## src/rtl/word_shifter_pkg.sv

```systemverilog
package word_shifter_pkg;
  // Bit 1 selects arithmetic, bit 0 selects left.
  typedef enum logic [1:0] {
    SK_LSR = 2'b00,
    SK_LSL = 2'b01,
    SK_ASR = 2'b10,
    SK_ASL = 2'b11
  } shift_kind_e;
endpackage

```

## src/rtl/shf_count_sel.sv

```systemverilog
module shf_count_sel #(
  parameter int IMM_W = 3,
  parameter int REG_W = 32,
  parameter int CNT_W = 6
) (
  input  logic             from_reg,
  input  logic [IMM_W-1:0] imm,
  input  logic [REG_W-1:0] regv,
  output logic [CNT_W-1:0] cnt
);
  localparam logic [CNT_W-1:0] IMM_ZERO_CNT = CNT_W'(1 << IMM_W);

  logic unused_reg_hi;
  assign unused_reg_hi = ^regv[REG_W-1:CNT_W];

  always_comb begin
    if (from_reg)       cnt = regv[CNT_W-1:0];
    else if (imm == '0) cnt = IMM_ZERO_CNT;
    else                cnt = CNT_W'(imm);
  end
endmodule

```

## src/rtl/shf_barrel.sv

```systemverilog
module shf_barrel #(
  parameter int W     = 16,
  parameter int CNT_W = 6
) (
  input  logic [W-1:0]     op,
  input  logic [CNT_W-1:0] cnt,
  input  logic             left,
  input  logic             arith,
  output logic [W-1:0]     res,
  output logic             carry
);
  logic fill;
  int   n;

  always_comb begin
    n    = int'(cnt);
    fill = arith & ~left & op[W-1];
    for (int i = 0; i < W; i++) begin
      if (left) begin
        if (i >= n) res[i] = op[i-n];
        else        res[i] = 1'b0;
      end else begin
        if (i + n < W) res[i] = op[i+n];
        else           res[i] = fill;
      end
    end
    if (n == 0)      carry = 1'b0;
    else if (n <= W) carry = left ? op[W-n] : op[n-1];
    else             carry = left ? 1'b0 : fill;
  end
endmodule

```

## src/rtl/shf_ovf_detect.sv

```systemverilog
module shf_ovf_detect #(
  parameter int W     = 16,
  parameter int CNT_W = 6
) (
  input  logic [W-1:0]     op,
  input  logic [CNT_W-1:0] cnt,
  output logic             sign_changed
);
  int n;

  always_comb begin
    n = int'(cnt);
    sign_changed = 1'b0;
    if (n >= W) begin
      // Every bit reaches the sign position, then zeros follow.
      sign_changed = |op;
    end else if (n > 0) begin
      for (int i = 0; i < W - 1; i++) begin
        if (i >= W - 1 - n && op[i] != op[W-1]) sign_changed = 1'b1;
      end
    end
  end
endmodule

```

## src/rtl/word_shifter.sv

```systemverilog
module word_shifter
  import word_shifter_pkg::*;
#(
  parameter int W     = 16,
  parameter int IMM_W = 3,
  parameter int REG_W = 32,
  parameter int CNT_W = 6
) (
  input  logic             clk,
  input  logic             rst,
  input  logic             in_valid,
  input  logic [1:0]       shift_kind,
  input  logic             cnt_from_reg,
  input  logic [IMM_W-1:0] imm_count,
  input  logic [REG_W-1:0] reg_count,
  input  logic [W-1:0]     operand,
  output logic             out_valid,
  output logic [W-1:0]     result,
  output logic             flag_c,
  output logic             flag_x,
  output logic             flag_n,
  output logic             flag_z,
  output logic             flag_v
);
  shift_kind_e      kind;
  logic [CNT_W-1:0] cnt;
  logic [W-1:0]     sh_res;
  logic             sh_carry;
  logic             sign_chg;
  logic             cnt_nz;

  assign kind   = shift_kind_e'(shift_kind);
  assign cnt_nz = (cnt != '0);

  shf_count_sel #(.IMM_W(IMM_W), .REG_W(REG_W), .CNT_W(CNT_W)) u_cnt (
    .from_reg (cnt_from_reg),
    .imm      (imm_count),
    .regv     (reg_count),
    .cnt      (cnt)
  );

  shf_barrel #(.W(W), .CNT_W(CNT_W)) u_barrel (
    .op    (operand),
    .cnt   (cnt),
    .left  (shift_kind[0]),
    .arith (shift_kind[1]),
    .res   (sh_res),
    .carry (sh_carry)
  );

  shf_ovf_detect #(.W(W), .CNT_W(CNT_W)) u_ovf (
    .op           (operand),
    .cnt          (cnt),
    .sign_changed (sign_chg)
  );

  always_ff @(posedge clk) begin
    if (rst) begin
      out_valid <= 1'b0;
      result    <= '0;
      flag_c    <= 1'b0;
      flag_x    <= 1'b0;
      flag_n    <= 1'b0;
      flag_z    <= 1'b0;
      flag_v    <= 1'b0;
    end else begin
      out_valid <= in_valid;
      if (in_valid) begin
        result <= sh_res;
        flag_c <= sh_carry;
        flag_n <= sh_res[W-1];
        flag_z <= (sh_res == '0);
        flag_v <= (kind == SK_ASL) & sign_chg;
        if (cnt_nz) flag_x <= sh_carry;
      end
    end
  end

  // strobe follows the request by one cycle
  a_r1_valid_follows: assert property (@(posedge clk) disable iff (rst)
    in_valid |=> out_valid);
  // idle cycles leave the result alone
  a_r1_hold_idle: assert property (@(posedge clk) disable iff (rst)
    !in_valid |=> (!out_valid && $stable(result) && $stable(flag_x)));
  // logical right with a nonzero count clears the top bit
  a_r3_lsr_zero_fill: assert property (@(posedge clk) disable iff (rst)
    (in_valid && kind == SK_LSR && cnt_nz) |=> !result[W-1]);
  // arithmetic right keeps the sign bit
  a_r4_asr_sign_keep: assert property (@(posedge clk) disable iff (rst)
    (in_valid && kind == SK_ASR) |=> (result[W-1] == $past(operand[W-1]) && !flag_v));
  // left shifts with a nonzero count clear bit 0
  a_r5_left_zero_in: assert property (@(posedge clk) disable iff (rst)
    (in_valid && shift_kind[0] && cnt_nz) |=> !result[0]);
  // logical kinds never flag overflow
  a_r6_logical_v_clear: assert property (@(posedge clk) disable iff (rst)
    (in_valid && !shift_kind[1]) |=> !flag_v);
  // zero count keeps extend and passes the operand through
  a_r9_x_hold: assert property (@(posedge clk) disable iff (rst)
    (in_valid && !cnt_nz) |=> ($stable(flag_x) && !flag_c && result == $past(operand)));
  // nonzero count copies carry into extend
  a_r9_x_tracks_c: assert property (@(posedge clk) disable iff (rst)
    (in_valid && cnt_nz) |=> (flag_x == flag_c));
endmodule

```

## config.mk

```make
export PLATFORM = sky130hd
export DESIGN_NAME = word_shifter
export DESIGN_NICKNAME = d
export VERILOG_FILES = /design/src/rtl/word_shifter_pkg.sv /design/src/rtl/shf_count_sel.sv /design/src/rtl/shf_barrel.sv /design/src/rtl/shf_ovf_detect.sv /design/src/rtl/word_shifter.sv
export SDC_FILE = /design/constraint.sdc
export NUM_CORES = 1
export LEC_CHECK = 0
export BUFFER_PORTS_ARGS = -buffer_cell sky130_fd_sc_hd__clkbuf_2
export CAP_MARGIN = 20
export CORE_UTILIZATION = 35
export DETAILED_ROUTE_END_ITERATION = 10
export GPL_TIMING_DRIVEN = 0
export PLACE_DENSITY = 0.68
export REMOVE_ABC_BUFFERS = 1
export SETUP_SLACK_MARGIN = 0.05
export SLEW_MARGIN = 40
export SYNTH_ARGS = -nofsm -noshare
export SYNTH_HDL_FRONTEND = slang
export SYNTH_SLANG_ARGS = --single-unit
```

## constraint.sdc

```tcl
create_clock -name clk -period 3.7 [get_ports clk]
set_clock_uncertainty 0.1 [all_clocks]
set_input_delay 0.185 -clock clk [delete_from_list [all_inputs] [get_ports clk]]
set_output_delay 0.185 -clock clk [all_outputs]
set_load 0.02 [all_outputs]
```

==> results of run 1 <==
## routing by layer
layer	up-vias	share of wire	wire length [um]	track usage
li1	2302	-	-	-
met1	2423	0.41	7050	0.327
met2	385	0.43	7430	0.363
met3	45	0.12	2090	0.0494
met4	0	0.034	581	0.0897
met5	-	0	0	0
## state kept, by name, indices dropped and copies added (netlist names)
register	cells
result	16
flag_c	1
flag_v	1
flag_x	1
flag_z	1
out_valid	1
## where the power goes
group	internal (uW)	switching (uW)	leakage [uW]
Clock	146	71.6	0.0000382
Sequential	245	9.27	0.000173
Combinational	401	597	0.00181
## worst min path at each step
| stage | cells after the start | slack [ps] | end |
|---|---|---|---|
| finish | 3 | 170 | flag_v$_SDFFE_PP0P_ |
| global route | 3 | 180 | flag_v$_SDFFE_PP0P_ |
| CTS | 3 | 160 | flag_v$_SDFFE_PP0P_ |
| detailed placement | 2 | 360 | flag_x$_SDFFE_PP0P_ |
| global placement | 2 | 350 | flag_x$_SDFFE_PP0P_ |
| floorplan | 1 | 150 | flag_c$_SDFFE_PP0P_ |
## worst max-delay path: cells and delay by family
family,cells,cell delay (ps)
muxes,1,250
and+or+nand+nor,4,1190
AOI/OAI and AO/OA,4,1210
buffers and inverters,2,340
adders and majority gates,1,370
## stage by stage
step | worst slack, ps | hold slack, ps | util | area [um^2] | total power [uW]
detailed placement | -965 | 359 | 0.387 | 4970 | 1180
global route | 60.8 | 183 | 0.410 | 5260 | 1540
CTS | 40.7 | 159 | 0.404 | 5180 | 1430
floorplan | 24.7 | 154 | - | 4440 | 893
finish | 183 | 168 | 0.410 | 5260 | 1470
global placement | -1310 | 347 | 0.384 | 4920 | 1150
## cell families after synthesis
logic type / after synthesis / share of synthesized area
XOR/XNOR: 18 / 0.0337
multiplexers: 99 / 0.304
flip-flops: 21 / 0.0898
AO/OA/AOI/OAI: 147 / 0.215
AND/OR/NAND/NOR: 218 / 0.233
buffers and inverters: 72 / 0.0660
adder cells (fa/ha/maj): 22 / 0.0588
## placed cells by master (no fill, tap or decap), drive strengths merged, types with 13 or more instances in the layout
| cell | synthesis | routed |
|---|---|---|
| nand2b | 13 | 13 |
| nand3 | 33 | 33 |
| inv | 18 | 17 |
| clkbuf | 39 | 55 |
| dfxtp | 21 | 21 |
| o21ai | 20 | 20 |
| a21oi | 36 | 36 |
| nor3 | 15 | 15 |
| nand2 | 60 | 60 |
| mux2 | 21 | 22 |
| mux4 | 31 | 31 |
| ha | 22 | 22 |
| nor2 | 44 | 44 |
| xnor2 | 17 | 17 |
| mux2i | 47 | 47 |
| a211oi | 21 | 21 |
## layout make-up
class                   instances  share of cell area
clock buffers                   4              0.0150
inverters                      18              0.0155
multi-input cells             505               0.783
flip-flops and latches         21              0.0800
well taps                     172              0.0409
repair buffers                 61              0.0657
## what timing repair did
| action | 4_1_cts | 5_1_grt |
|---|---|---|
| resized for setup | 21 | 11 |
| pin swaps | 0 | 0 |
| setup endpoints to repair | 12 | 4 |
| gates cloned | 1 | 0 |
| buffers inserted | 4 | 3 |
==> metrics.csv, run 1 <==
stage,metric,value,unit
run_status,status,finished clean,
place,gp_congestion,1.01,
floorplan,top_level_ports,79,
setup_path,cpPeakStageDelay,600,ps
floorplan,rows,41,
global_route,antenna_found_initial,0,
synthesis,synthDominantCellAreaShare,0.144,
layout,fillers,1316,
timing,fin_setup_tns,0,ps
layout,final_layout_size_suffix_gt1_frac,0.243,
layout,antennaDiodeCount,0,
job,maxCapViolCount,0,
setup_path,cp_slowest_cell,or4_4,
global_route,grtUsageTotal,0.238,
setup_path,r2r_slack,2850,ps
place,post-dp-hpwl,12.4,mm
synthesis,yosys-top-cells-count,"59 x nand2_1, 46 x mux2i_1, 43 x nor2_1",
synthesis,synthFlopType,dfxtp_1,
setup_path,startpoint_type,primary input,
setup_path,critPathMaxFanout,25,
timing,rsz0062_at_grt,false,
power,vdd_drop_max,150,uV
drt,antenna_left,0,
synthesis,synth.yosys.seq_area_share,0.0898,
timing,max_freq,284,MHz
floorplan,start_util,0.365,
clock_network,clk_pin_slew,50,ps
drt,drt-total-wl,17.2,mm
setup_path,cp_data_required_time,3740,ps
drt,viasPerCell,6.60,
timing,finalCriticalPeriod,3520,ps
synthesis,ys_types,69,
global_route,grt_max_degree,39,
synthesis,yosys_warnings,0,
setup_path,crit_chain,buf_6 > or4_4 > nand2_8 > inv_4 > ha_1 > a21boi_1 > mux2i_1 > a32oi_1 > o311a_1 > and4_1 > and4_1 > a31o_1,
timing,tightest_slew,700,ps
synthesis,synth.most_common_cell,nand2_1,
clock_network,cts_num_sinks,21,
global_route,overflow,0,
layout,regArea,420,um^2
synthesis,synth_top_area_cell,mux4_2,
floorplan,die_w,118,um
setup_path,crit_path_frequent_cell,and4_1,
setup_path,endpoint,flag_z$_SDFFE_PP0P_,
synthesis,synth_seq_cells,21,
timing,final_hold_viol_count,0,
drt,drt-wirelength-per-cell,22.0,um
synthesis,postSynthAreaPerCell,7.84,um^2
setup_path,critical_path_class,primary input to register,
layout,multi_input_area,0.00412,mm^2
timing,finalSetupViolCount,0,
floorplan,coreArea,0.0128,mm^2
synthesis,synthCells,597,
setup_path,arrival,3560,ps
place,port_buffers,52,
place,placed_cells,769,
floorplan,die-area,0.0138,mm^2
setup_path,critPathCaptureType,register,
setup_path,worstReg2RegEnd,flag_z$_SDFFE_PP0P_,
synthesis,synth_edf_count,0,
setup_path,cp-startpoint,cnt_from_reg,
clock_network,cts_buffers,3,
synthesis,synth_area_leaders,"mux4_2 14%, mux2i_1 9.8%, dfxtp_1 9.0%",
global_route,grt_pass1_wl,26.2,mm
drt,drt_iter0_drc,545,
floorplan,die_y,118,um
layout,nNetsFinal,689,
setup_path,r2r-start,flag_z$_SDFFE_PP0P_,
synthesis,ys_async_sr_fraction,0,
clock_network,insertion_delay,240,ps
drt,drt_pass1_iterations,7,
drt,drc,0,
clock_network,htreeDepth,1,
timing,max_slew_margin,0.533,
timing,slew_viol_final,0,
timing,fin_crit_sh,0.951,
power,p_leak,0.00202,uW
global_route,grt_pass1_vias,4569,
power,p_per_area,280,mW/mm^2
clock_network,cts_root_buf,clkbuf_16,
layout,final_cell_count_no_fill,781,
setup_path,rr_worst_depth,2,
clock_network,cts_tree,yes,
layout,area_delta_synth_final,12.3,%
clock_network,cts_buffer_depth,2,
hold_path,min_path_type,primary input to register,
drt,num_vias,5155,
synthesis,synth_area,0.00468,mm^2
hold_path,hp-start,shift_kind[1],
clock_network,cts-hold-fix-buffers,0,
No activity file was read; power rests on OpenSTA's default activity.
==> inputs of run 2 (changes only) <==
--- a/config.mk
+++ b/config.mk
@@ -10,7 +10,7 @@
 export CORE_UTILIZATION = 35
 export DETAILED_ROUTE_END_ITERATION = 10
 export GPL_TIMING_DRIVEN = 0
-export PLACE_DENSITY = 0.68
+export PLACE_DENSITY = 0.67
 export REMOVE_ABC_BUFFERS = 1
 export SETUP_SLACK_MARGIN = 0.05
 export SLEW_MARGIN = 40
==> run 2 against run 1 <==
  * Wire length increased by 0.96%
  * Cell count shrank 0.26%
  * Setup slack got worse by 26 ps
  * Non-clock buffer count fell by 3
  * Die area unchanged
  * Critical endpoint is now flag_v$_SDFFE_PP0P_
  * Largest cell class unchanged
  * Highest routed layer unchanged
==> metrics.csv, run 2 (same netlist as run 1, synthesis figures left out) <==
stage,metric,value,unit,change
run_status,status,finished clean,,unchanged
global_route,grt_pass1_wl,26.6,mm,was 26.2 mm
setup_path,critPathCaptureType,register,,unchanged
setup_path,r2r_slack,2870,ps,was 2850 ps
drt,drt_pass1_iterations,6,,was 7
clock_network,insertion_delay,240,ps,about the same
drt,drc,0,,unchanged
timing,max_slew_margin,0.536,,was 0.533
layout,area_delta_synth_final,11.6,%,was 12.3%
floorplan,coreArea,0.0128,mm^2,unchanged
drt,drt-wirelength-per-cell,22.2,um,was 22.0 um
layout,final_layout_size_suffix_gt1_frac,0.243,,about the same
timing,fin_setup_tns,0,ps,unchanged
global_route,grt_max_degree,39,,unchanged
timing,final.setup.worst_slack,157,ps,was 183 ps
drt,drt_iter0_drc,661,,was 545
timing,rsz0062_at_grt,false,,unchanged
power,p_leak,0.00200,uW,was 0.00202 uW
power,p_per_area,279,mW/mm^2,was 280 mW/mm^2
power,vdd_drop_max,190,uV,was 150 uV
layout,nNetsFinal,686,,was 689
place,post-dp-hpwl,12.8,mm,was 12.4 mm
floorplan,die-area,0.0138,mm^2,unchanged
timing,fin_crit_sh,0.958,,was 0.951
clock_network,cts_tree,yes,,unchanged
layout,layout_common_cells,"59 x nand2_1, 51 x clkbuf_2, 45 x mux2i_1",,"was 59 x nand2_1, 51 x clkbuf_2, 46 x mux2i_1"
setup_path,startpoint_type,primary input,,unchanged
place,gp_congestion,0.943,,was 1.01
setup_path,arrival,3560,ps,about the same
floorplan,top_level_ports,79,,unchanged
global_route,overflow,0,,unchanged
drt,viasPerCell,6.61,,was 6.60
clock_network,cts_root_buf,clkbuf_16,,unchanged
setup_path,critical_path_class,primary input to register,,unchanged
global_route,grtUsageTotal,0.242,,was 0.238
drt,antenna_left,0,,unchanged
setup_path,critPathMaxFanout,25,,unchanged
drt,drt-total-wl,17.3,mm,was 17.2 mm
place,port_buffers,52,,unchanged
hold_path,min_path_type,primary input to register,,unchanged
timing,slew_viol_final,0,,unchanged
floorplan,die_y,118,um,unchanged
layout,final_util,0.407,,was 0.410
floorplan,rows,41,,unchanged
timing,finalCriticalPeriod,3540,ps,was 3520 ps
layout,regMostFlops,result,,unchanged
floorplan,start_util,0.365,,unchanged
clock_network,cts_buffer_depth,2,,unchanged
timing,finalSetupViolCount,0,,unchanged
timing,max_freq,282,MHz,was 284 MHz
floorplan,die_w,118,um,unchanged
clock_network,clk_pin_slew,50,ps,about the same
global_route,antenna_found_initial,1,,was 0
place,placed_area,0.00496,mm^2,was 0.00497 mm^2
drt,num_vias,5149,,was 5155
layout,fin_area,0.00522,mm^2,was 0.00526 mm^2
layout,final_common_cell,nand2_1,,unchanged
setup_path,cp_data_required_time,3710,ps,was 3740 ps
clock_network,cts_buffers,3,,unchanged
job,maxCapViolCount,0,,unchanged
place,place_ws,-1220,ps,was -965 ps
timing,tightest_slew,696,ps,was 700 ps
layout,largest_reg_flops,16,,unchanged
timing,final_hold_viol_count,0,,unchanged
clock_network,htreeDepth,1,,unchanged
clock_network,cts_num_sinks,21,,unchanged
global_route,grt_pass1_vias,4735,,was 4569
## run 2: cell type report
| cell class | count | area (um^2) |
|---|---|---|
| well taps | 172 | 215 |
| fillers | 1334 | 7600 |
| flip-flops and latches | 21 | 420 |
| diodes | 1 | 2.50 |
| multi-input cells | 505 | 4100 |
| inverters | 18 | 81.3 |
| repair buffers | 58 | 323 |
| clock buffers | 4 | 78.8 |
## run 2: path summary, 6_finish.rpt
path	cells after the start	end	start
max	13	flag_v$_SDFFE_PP0P_	cnt_from_reg
max reg2reg	2	flag_z$_SDFFE_PP0P_	flag_z$_SDFFE_PP0P_
min	3	flag_v$_SDFFE_PP0P_	shift_kind[1]
min reg2reg	2	flag_x$_SDFFE_PP0P_	flag_x$_SDFFE_PP0P_
## run 2: routing by layer
layer | GRT usage | share of wire | vias up
li1 | - | - | 2297
met1 | 0.332 | 0.42 | 2457
met2 | 0.363 | 0.43 | 345
met3 | 0.0417 | 0.10 | 50
met4 | 0.119 | 0.050 | 0
met5 | 0 | 0 | -
## run 2: through the flow
step / hold WS, ps / power [uW] / instances
floorplan: 154 / 893 / 543
global placement: 347 / 1150 / 767
global route: 164 / 1540 / 778
detailed placement: 353 / 1180 / 769
finish: 154 / 1460 / 779
CTS: 151 / 1420 / 777
## run 2: what timing repair did
action / CTS / global route
pin swaps: 1 / 0
resized for setup: 26 / 8
hold buffers: 0 / 0
endpoints found under the setup margin: 15 / 4
gates cloned: 0 / 1
buffers inserted: 4 / 0
## run 2: critical path: stages
cell and delay [ps]:
buf_6 170, or4_4 590, nand2_8 210, inv_4 180
ha_2 340, a221oi_4 360, and2_1 230, a21oi_1 80
or4_1 540, a211oi_2 380, o31ai_1 110, nand4_1 110
a21oi_1 80
## run 2: power by group
group | switching [uW] | internal, uW
clock | 71.8 | 146
sequential | 9.52 | 245
combinational | 586 | 397
==> inputs of run 3 (changes only) <==
--- a/config.mk
+++ b/config.mk
@@ -5,12 +5,12 @@
 export SDC_FILE = /design/constraint.sdc
 export NUM_CORES = 1
 export LEC_CHECK = 0
-export BUFFER_PORTS_ARGS = -buffer_cell sky130_fd_sc_hd__clkbuf_2
 export CAP_MARGIN = 20
 export CORE_UTILIZATION = 35
 export DETAILED_ROUTE_END_ITERATION = 10
+export DONT_BUFFER_PORTS = 1
 export GPL_TIMING_DRIVEN = 0
-export PLACE_DENSITY = 0.67
+export PLACE_DENSITY = 0.62
 export REMOVE_ABC_BUFFERS = 1
 export SETUP_SLACK_MARGIN = 0.05
 export SLEW_MARGIN = 40
==> run 3 against run 2 <==
  * Via count shrank 5.5%
  * Setup slack gained 35 ps
  * Count of clock-buffer cells in the layout stayed put
  * Register-to-register slack lost 670 ps
  * Worst hold slack worse by 140 ps
  * Die area unchanged
  * Critical path type unchanged
  * Largest cell class unchanged
  * Largest power group unchanged
==> metrics.csv, run 3 (same netlist as run 1, synthesis figures left out) <==
stage,metric,value,unit,change
power,vdd_drop_max,155,uV,was 190 uV
setup_path,critical_path_class,primary input to register,,unchanged
layout,regMostFlops,result,,unchanged
setup_path,crit_path_frequent_cell,a211oi_1,,was a21oi_1
drt,drt-wirelength-per-cell,23.2,um,was 22.2 um
layout,antennaDiodeCount,0,,was 1
setup_path,critPathCaptureType,register,,unchanged
layout,largest_reg_flops,16,,unchanged
clock_network,cts_buffers,3,,unchanged
hold_path,min_path_type,primary input to register,,unchanged
clock_network,insertion_delay,250,ps,was 240 ps
setup_path,arrival,3550,ps,was 3560 ps
place,port_buffers,0,,was 52
layout,multi_input_area,0.00403,mm^2,was 0.00410 mm^2
drt,viasPerCell,6.63,,was 6.61
layout,nNetsFinal,642,,was 686
layout,layout_common_cells,"59 x nand2_1, 46 x mux2i_1, 42 x nor2_1",,"was 59 x nand2_1, 51 x clkbuf_2, 45 x mux2i_1"
layout,regArea,420,um^2,unchanged
global_route,grt_pass1_vias,4650,,was 4735
timing,max_freq,285,MHz,was 282 MHz
drt,antenna_left,0,,unchanged
floorplan,die_y,118,um,unchanged
layout,area_delta_synth_final,6.34,%,was 11.6%
timing,fin_crit_sh,0.948,,was 0.958
floorplan,start_util,0.365,,unchanged
global_route,antenna_found_initial,0,,was 1
job,maxCapViolCount,0,,unchanged
timing,slew_viol_final,0,,unchanged
run_status,status,finished clean,,unchanged
global_route,grt_max_degree,39,,unchanged
setup_path,crit_chain,or4_4 > nand2_4 > inv_4 > ha_2 > a21oi_1 > o21ai_0 > nor3_1 > a211oi_1 > a2111oi_0 > a211oi_1 > and2_1 > and4_1 > a31o_1,,was buf_6 > or4_4 > nand2_8 > inv_4 > ha_2 > a221oi_4 > and2_1 > a21oi_1 > or4_1 > a211oi_2 > o31ai_1 > nand4_1 > a21oi_1
power,seq_power_share,0.203,,was 0.175
setup_path,cpPeakStageDelay,560,ps,was 590 ps
place,gp_congestion,0.989,,was 0.943
timing,hold_ws,12.6,ps,was 154 ps
power,p_sw_frac,0.445,,was 0.458
power,p_leak,0.00182,uW,was 0.00200 uW
floorplan,die_w,118,um,unchanged
global_route,grtUsageTotal,0.244,,was 0.242
clock_network,cts_num_sinks,21,,unchanged
setup_path,startpoint_type,primary input,,unchanged
drt,drc,0,,unchanged
clock_network,cts_tree,yes,,unchanged
timing,finalCriticalPeriod,3510,ps,was 3540 ps
layout,fillers,1328,,was 1334
floorplan,coreArea,0.0128,mm^2,unchanged
global_route,overflow,0,,unchanged
clock_network,clk_pin_slew,50,ps,about the same
power,switching_power,615,uW,was 667 uW
timing,final_hold_viol_count,0,,unchanged
global_route,grt_pass1_wl,27.0,mm,was 26.6 mm
layout,final_layout_size_suffix_gt1_frac,0.151,,was 0.243
timing,finalSetupViolCount,0,,unchanged
drt,drt_pass1_iterations,5,,was 6
timing,fin_setup_tns,0,ps,unchanged
drt,drt_iter0_drc,450,,was 661
setup_path,cp_slowest_cell,or4_4,,unchanged
floorplan,top_level_ports,79,,unchanged
drt,num_vias,4865,,was 5149
clock_network,htreeDepth,1,,unchanged
place,post-dp-hpwl,12.6,mm,was 12.8 mm
clock_network,cts_buffer_depth,2,,unchanged
timing,rsz0062_at_grt,true,,was false
power,p_clk_frac,0.161,,was 0.150
layout,final_common_cell,nand2_1,,unchanged
setup_path,critPathMaxFanout,19,,was 25
floorplan,rows,41,,unchanged
floorplan,die-area,0.0138,mm^2,unchanged
timing,max_slew_margin,0.567,,was 0.536
setup_path,cp_data_required_time,3750,ps,was 3710 ps
timing,tightest_slew,647,ps,was 696 ps
power,p_per_area,278,mW/mm^2,was 279 mW/mm^2
drt,drt-total-wl,17.0,mm,was 17.3 mm
power,comb_power_share,0.636,,was 0.675
layout,final_util,0.388,,was 0.407
clock_network,cts_root_buf,clkbuf_16,,unchanged
power,power.internal,767,uW,was 788 uW
-- run 3: area by class of cell --
cell class,instances,share of cell area
Clock buffer,4,0.0158
Sequential cell,21,0.0845
Inverter,18,0.0163
Timing Repair Buffer,15,0.0299
Tap cell,172,0.0432
Multi-Input combinational cell,504,0.810
-- run 3: path summary, 6_finish.rpt --
path,startpoint,end,slack (ps),cells past startpoint
setup / recovery,imm_count[0],flag_z$_SDFFE_PP0P_,190,13
hold / removal,in_valid,result[5]$_SDFFE_PP0P_,10,1
setup reg to reg,result[13]$_SDFFE_PP0P_,result[13]$_SDFFE_PP0P_,2200,3
hold reg to reg,flag_x$_SDFFE_PP0P_,flag_x$_SDFFE_PP0P_,470,2
-- run 3: power by group through the flow --
stage                     clock network [uW]  logic [uW]  registers, uW
after floorplan                            0         611            282
after detailed placement                   0         822            286
after global routing                     234         937            283
final                                    222         879            281
after global placement                     0         800            286
after CTS                                225         847            281
-- run 3: repair_timing --
action	in CTS	in global routing
setup endpoints to repair	5	9
endpoints found under the hold margin	19	11
hold buffers	8	2
setup buffers	3	0
resized for setup	7	11
-- run 3: worst max-delay path: cells and delay by family --
kind	cells	cell delay, ps
AND/OR/NAND/NOR	5	1480
AO/OA/AOI/OAI	6	1360
adder cells (fa/ha/maj)	1	300
buffers and inverters	1	200
-- run 3: through the flow --
step	setup slack, ps	total power [uW]	cell area [um^2]	cells
4_1_cts	47.8	1350	4930	732
3_3_place_gp	-842	1090	4660	715
6_report	192	1380	4980	734
3_5_place_dp	-478	1110	4710	717
2_1_floorplan	24.7	893	4440	543
5_1_grt	24.6	1450	4980	734
-- run 3: metal layers --
layer / global-route usage / up-vias / part of all wire
li1: - / 2207 / -
met3: 0.0557 / 40 / 0.12
met5: 0 / - / 0
met1: 0.342 / 2297 / 0.41
met4: 0.0873 / 0 / 0.036
met2: 0.361 / 321 / 0.43
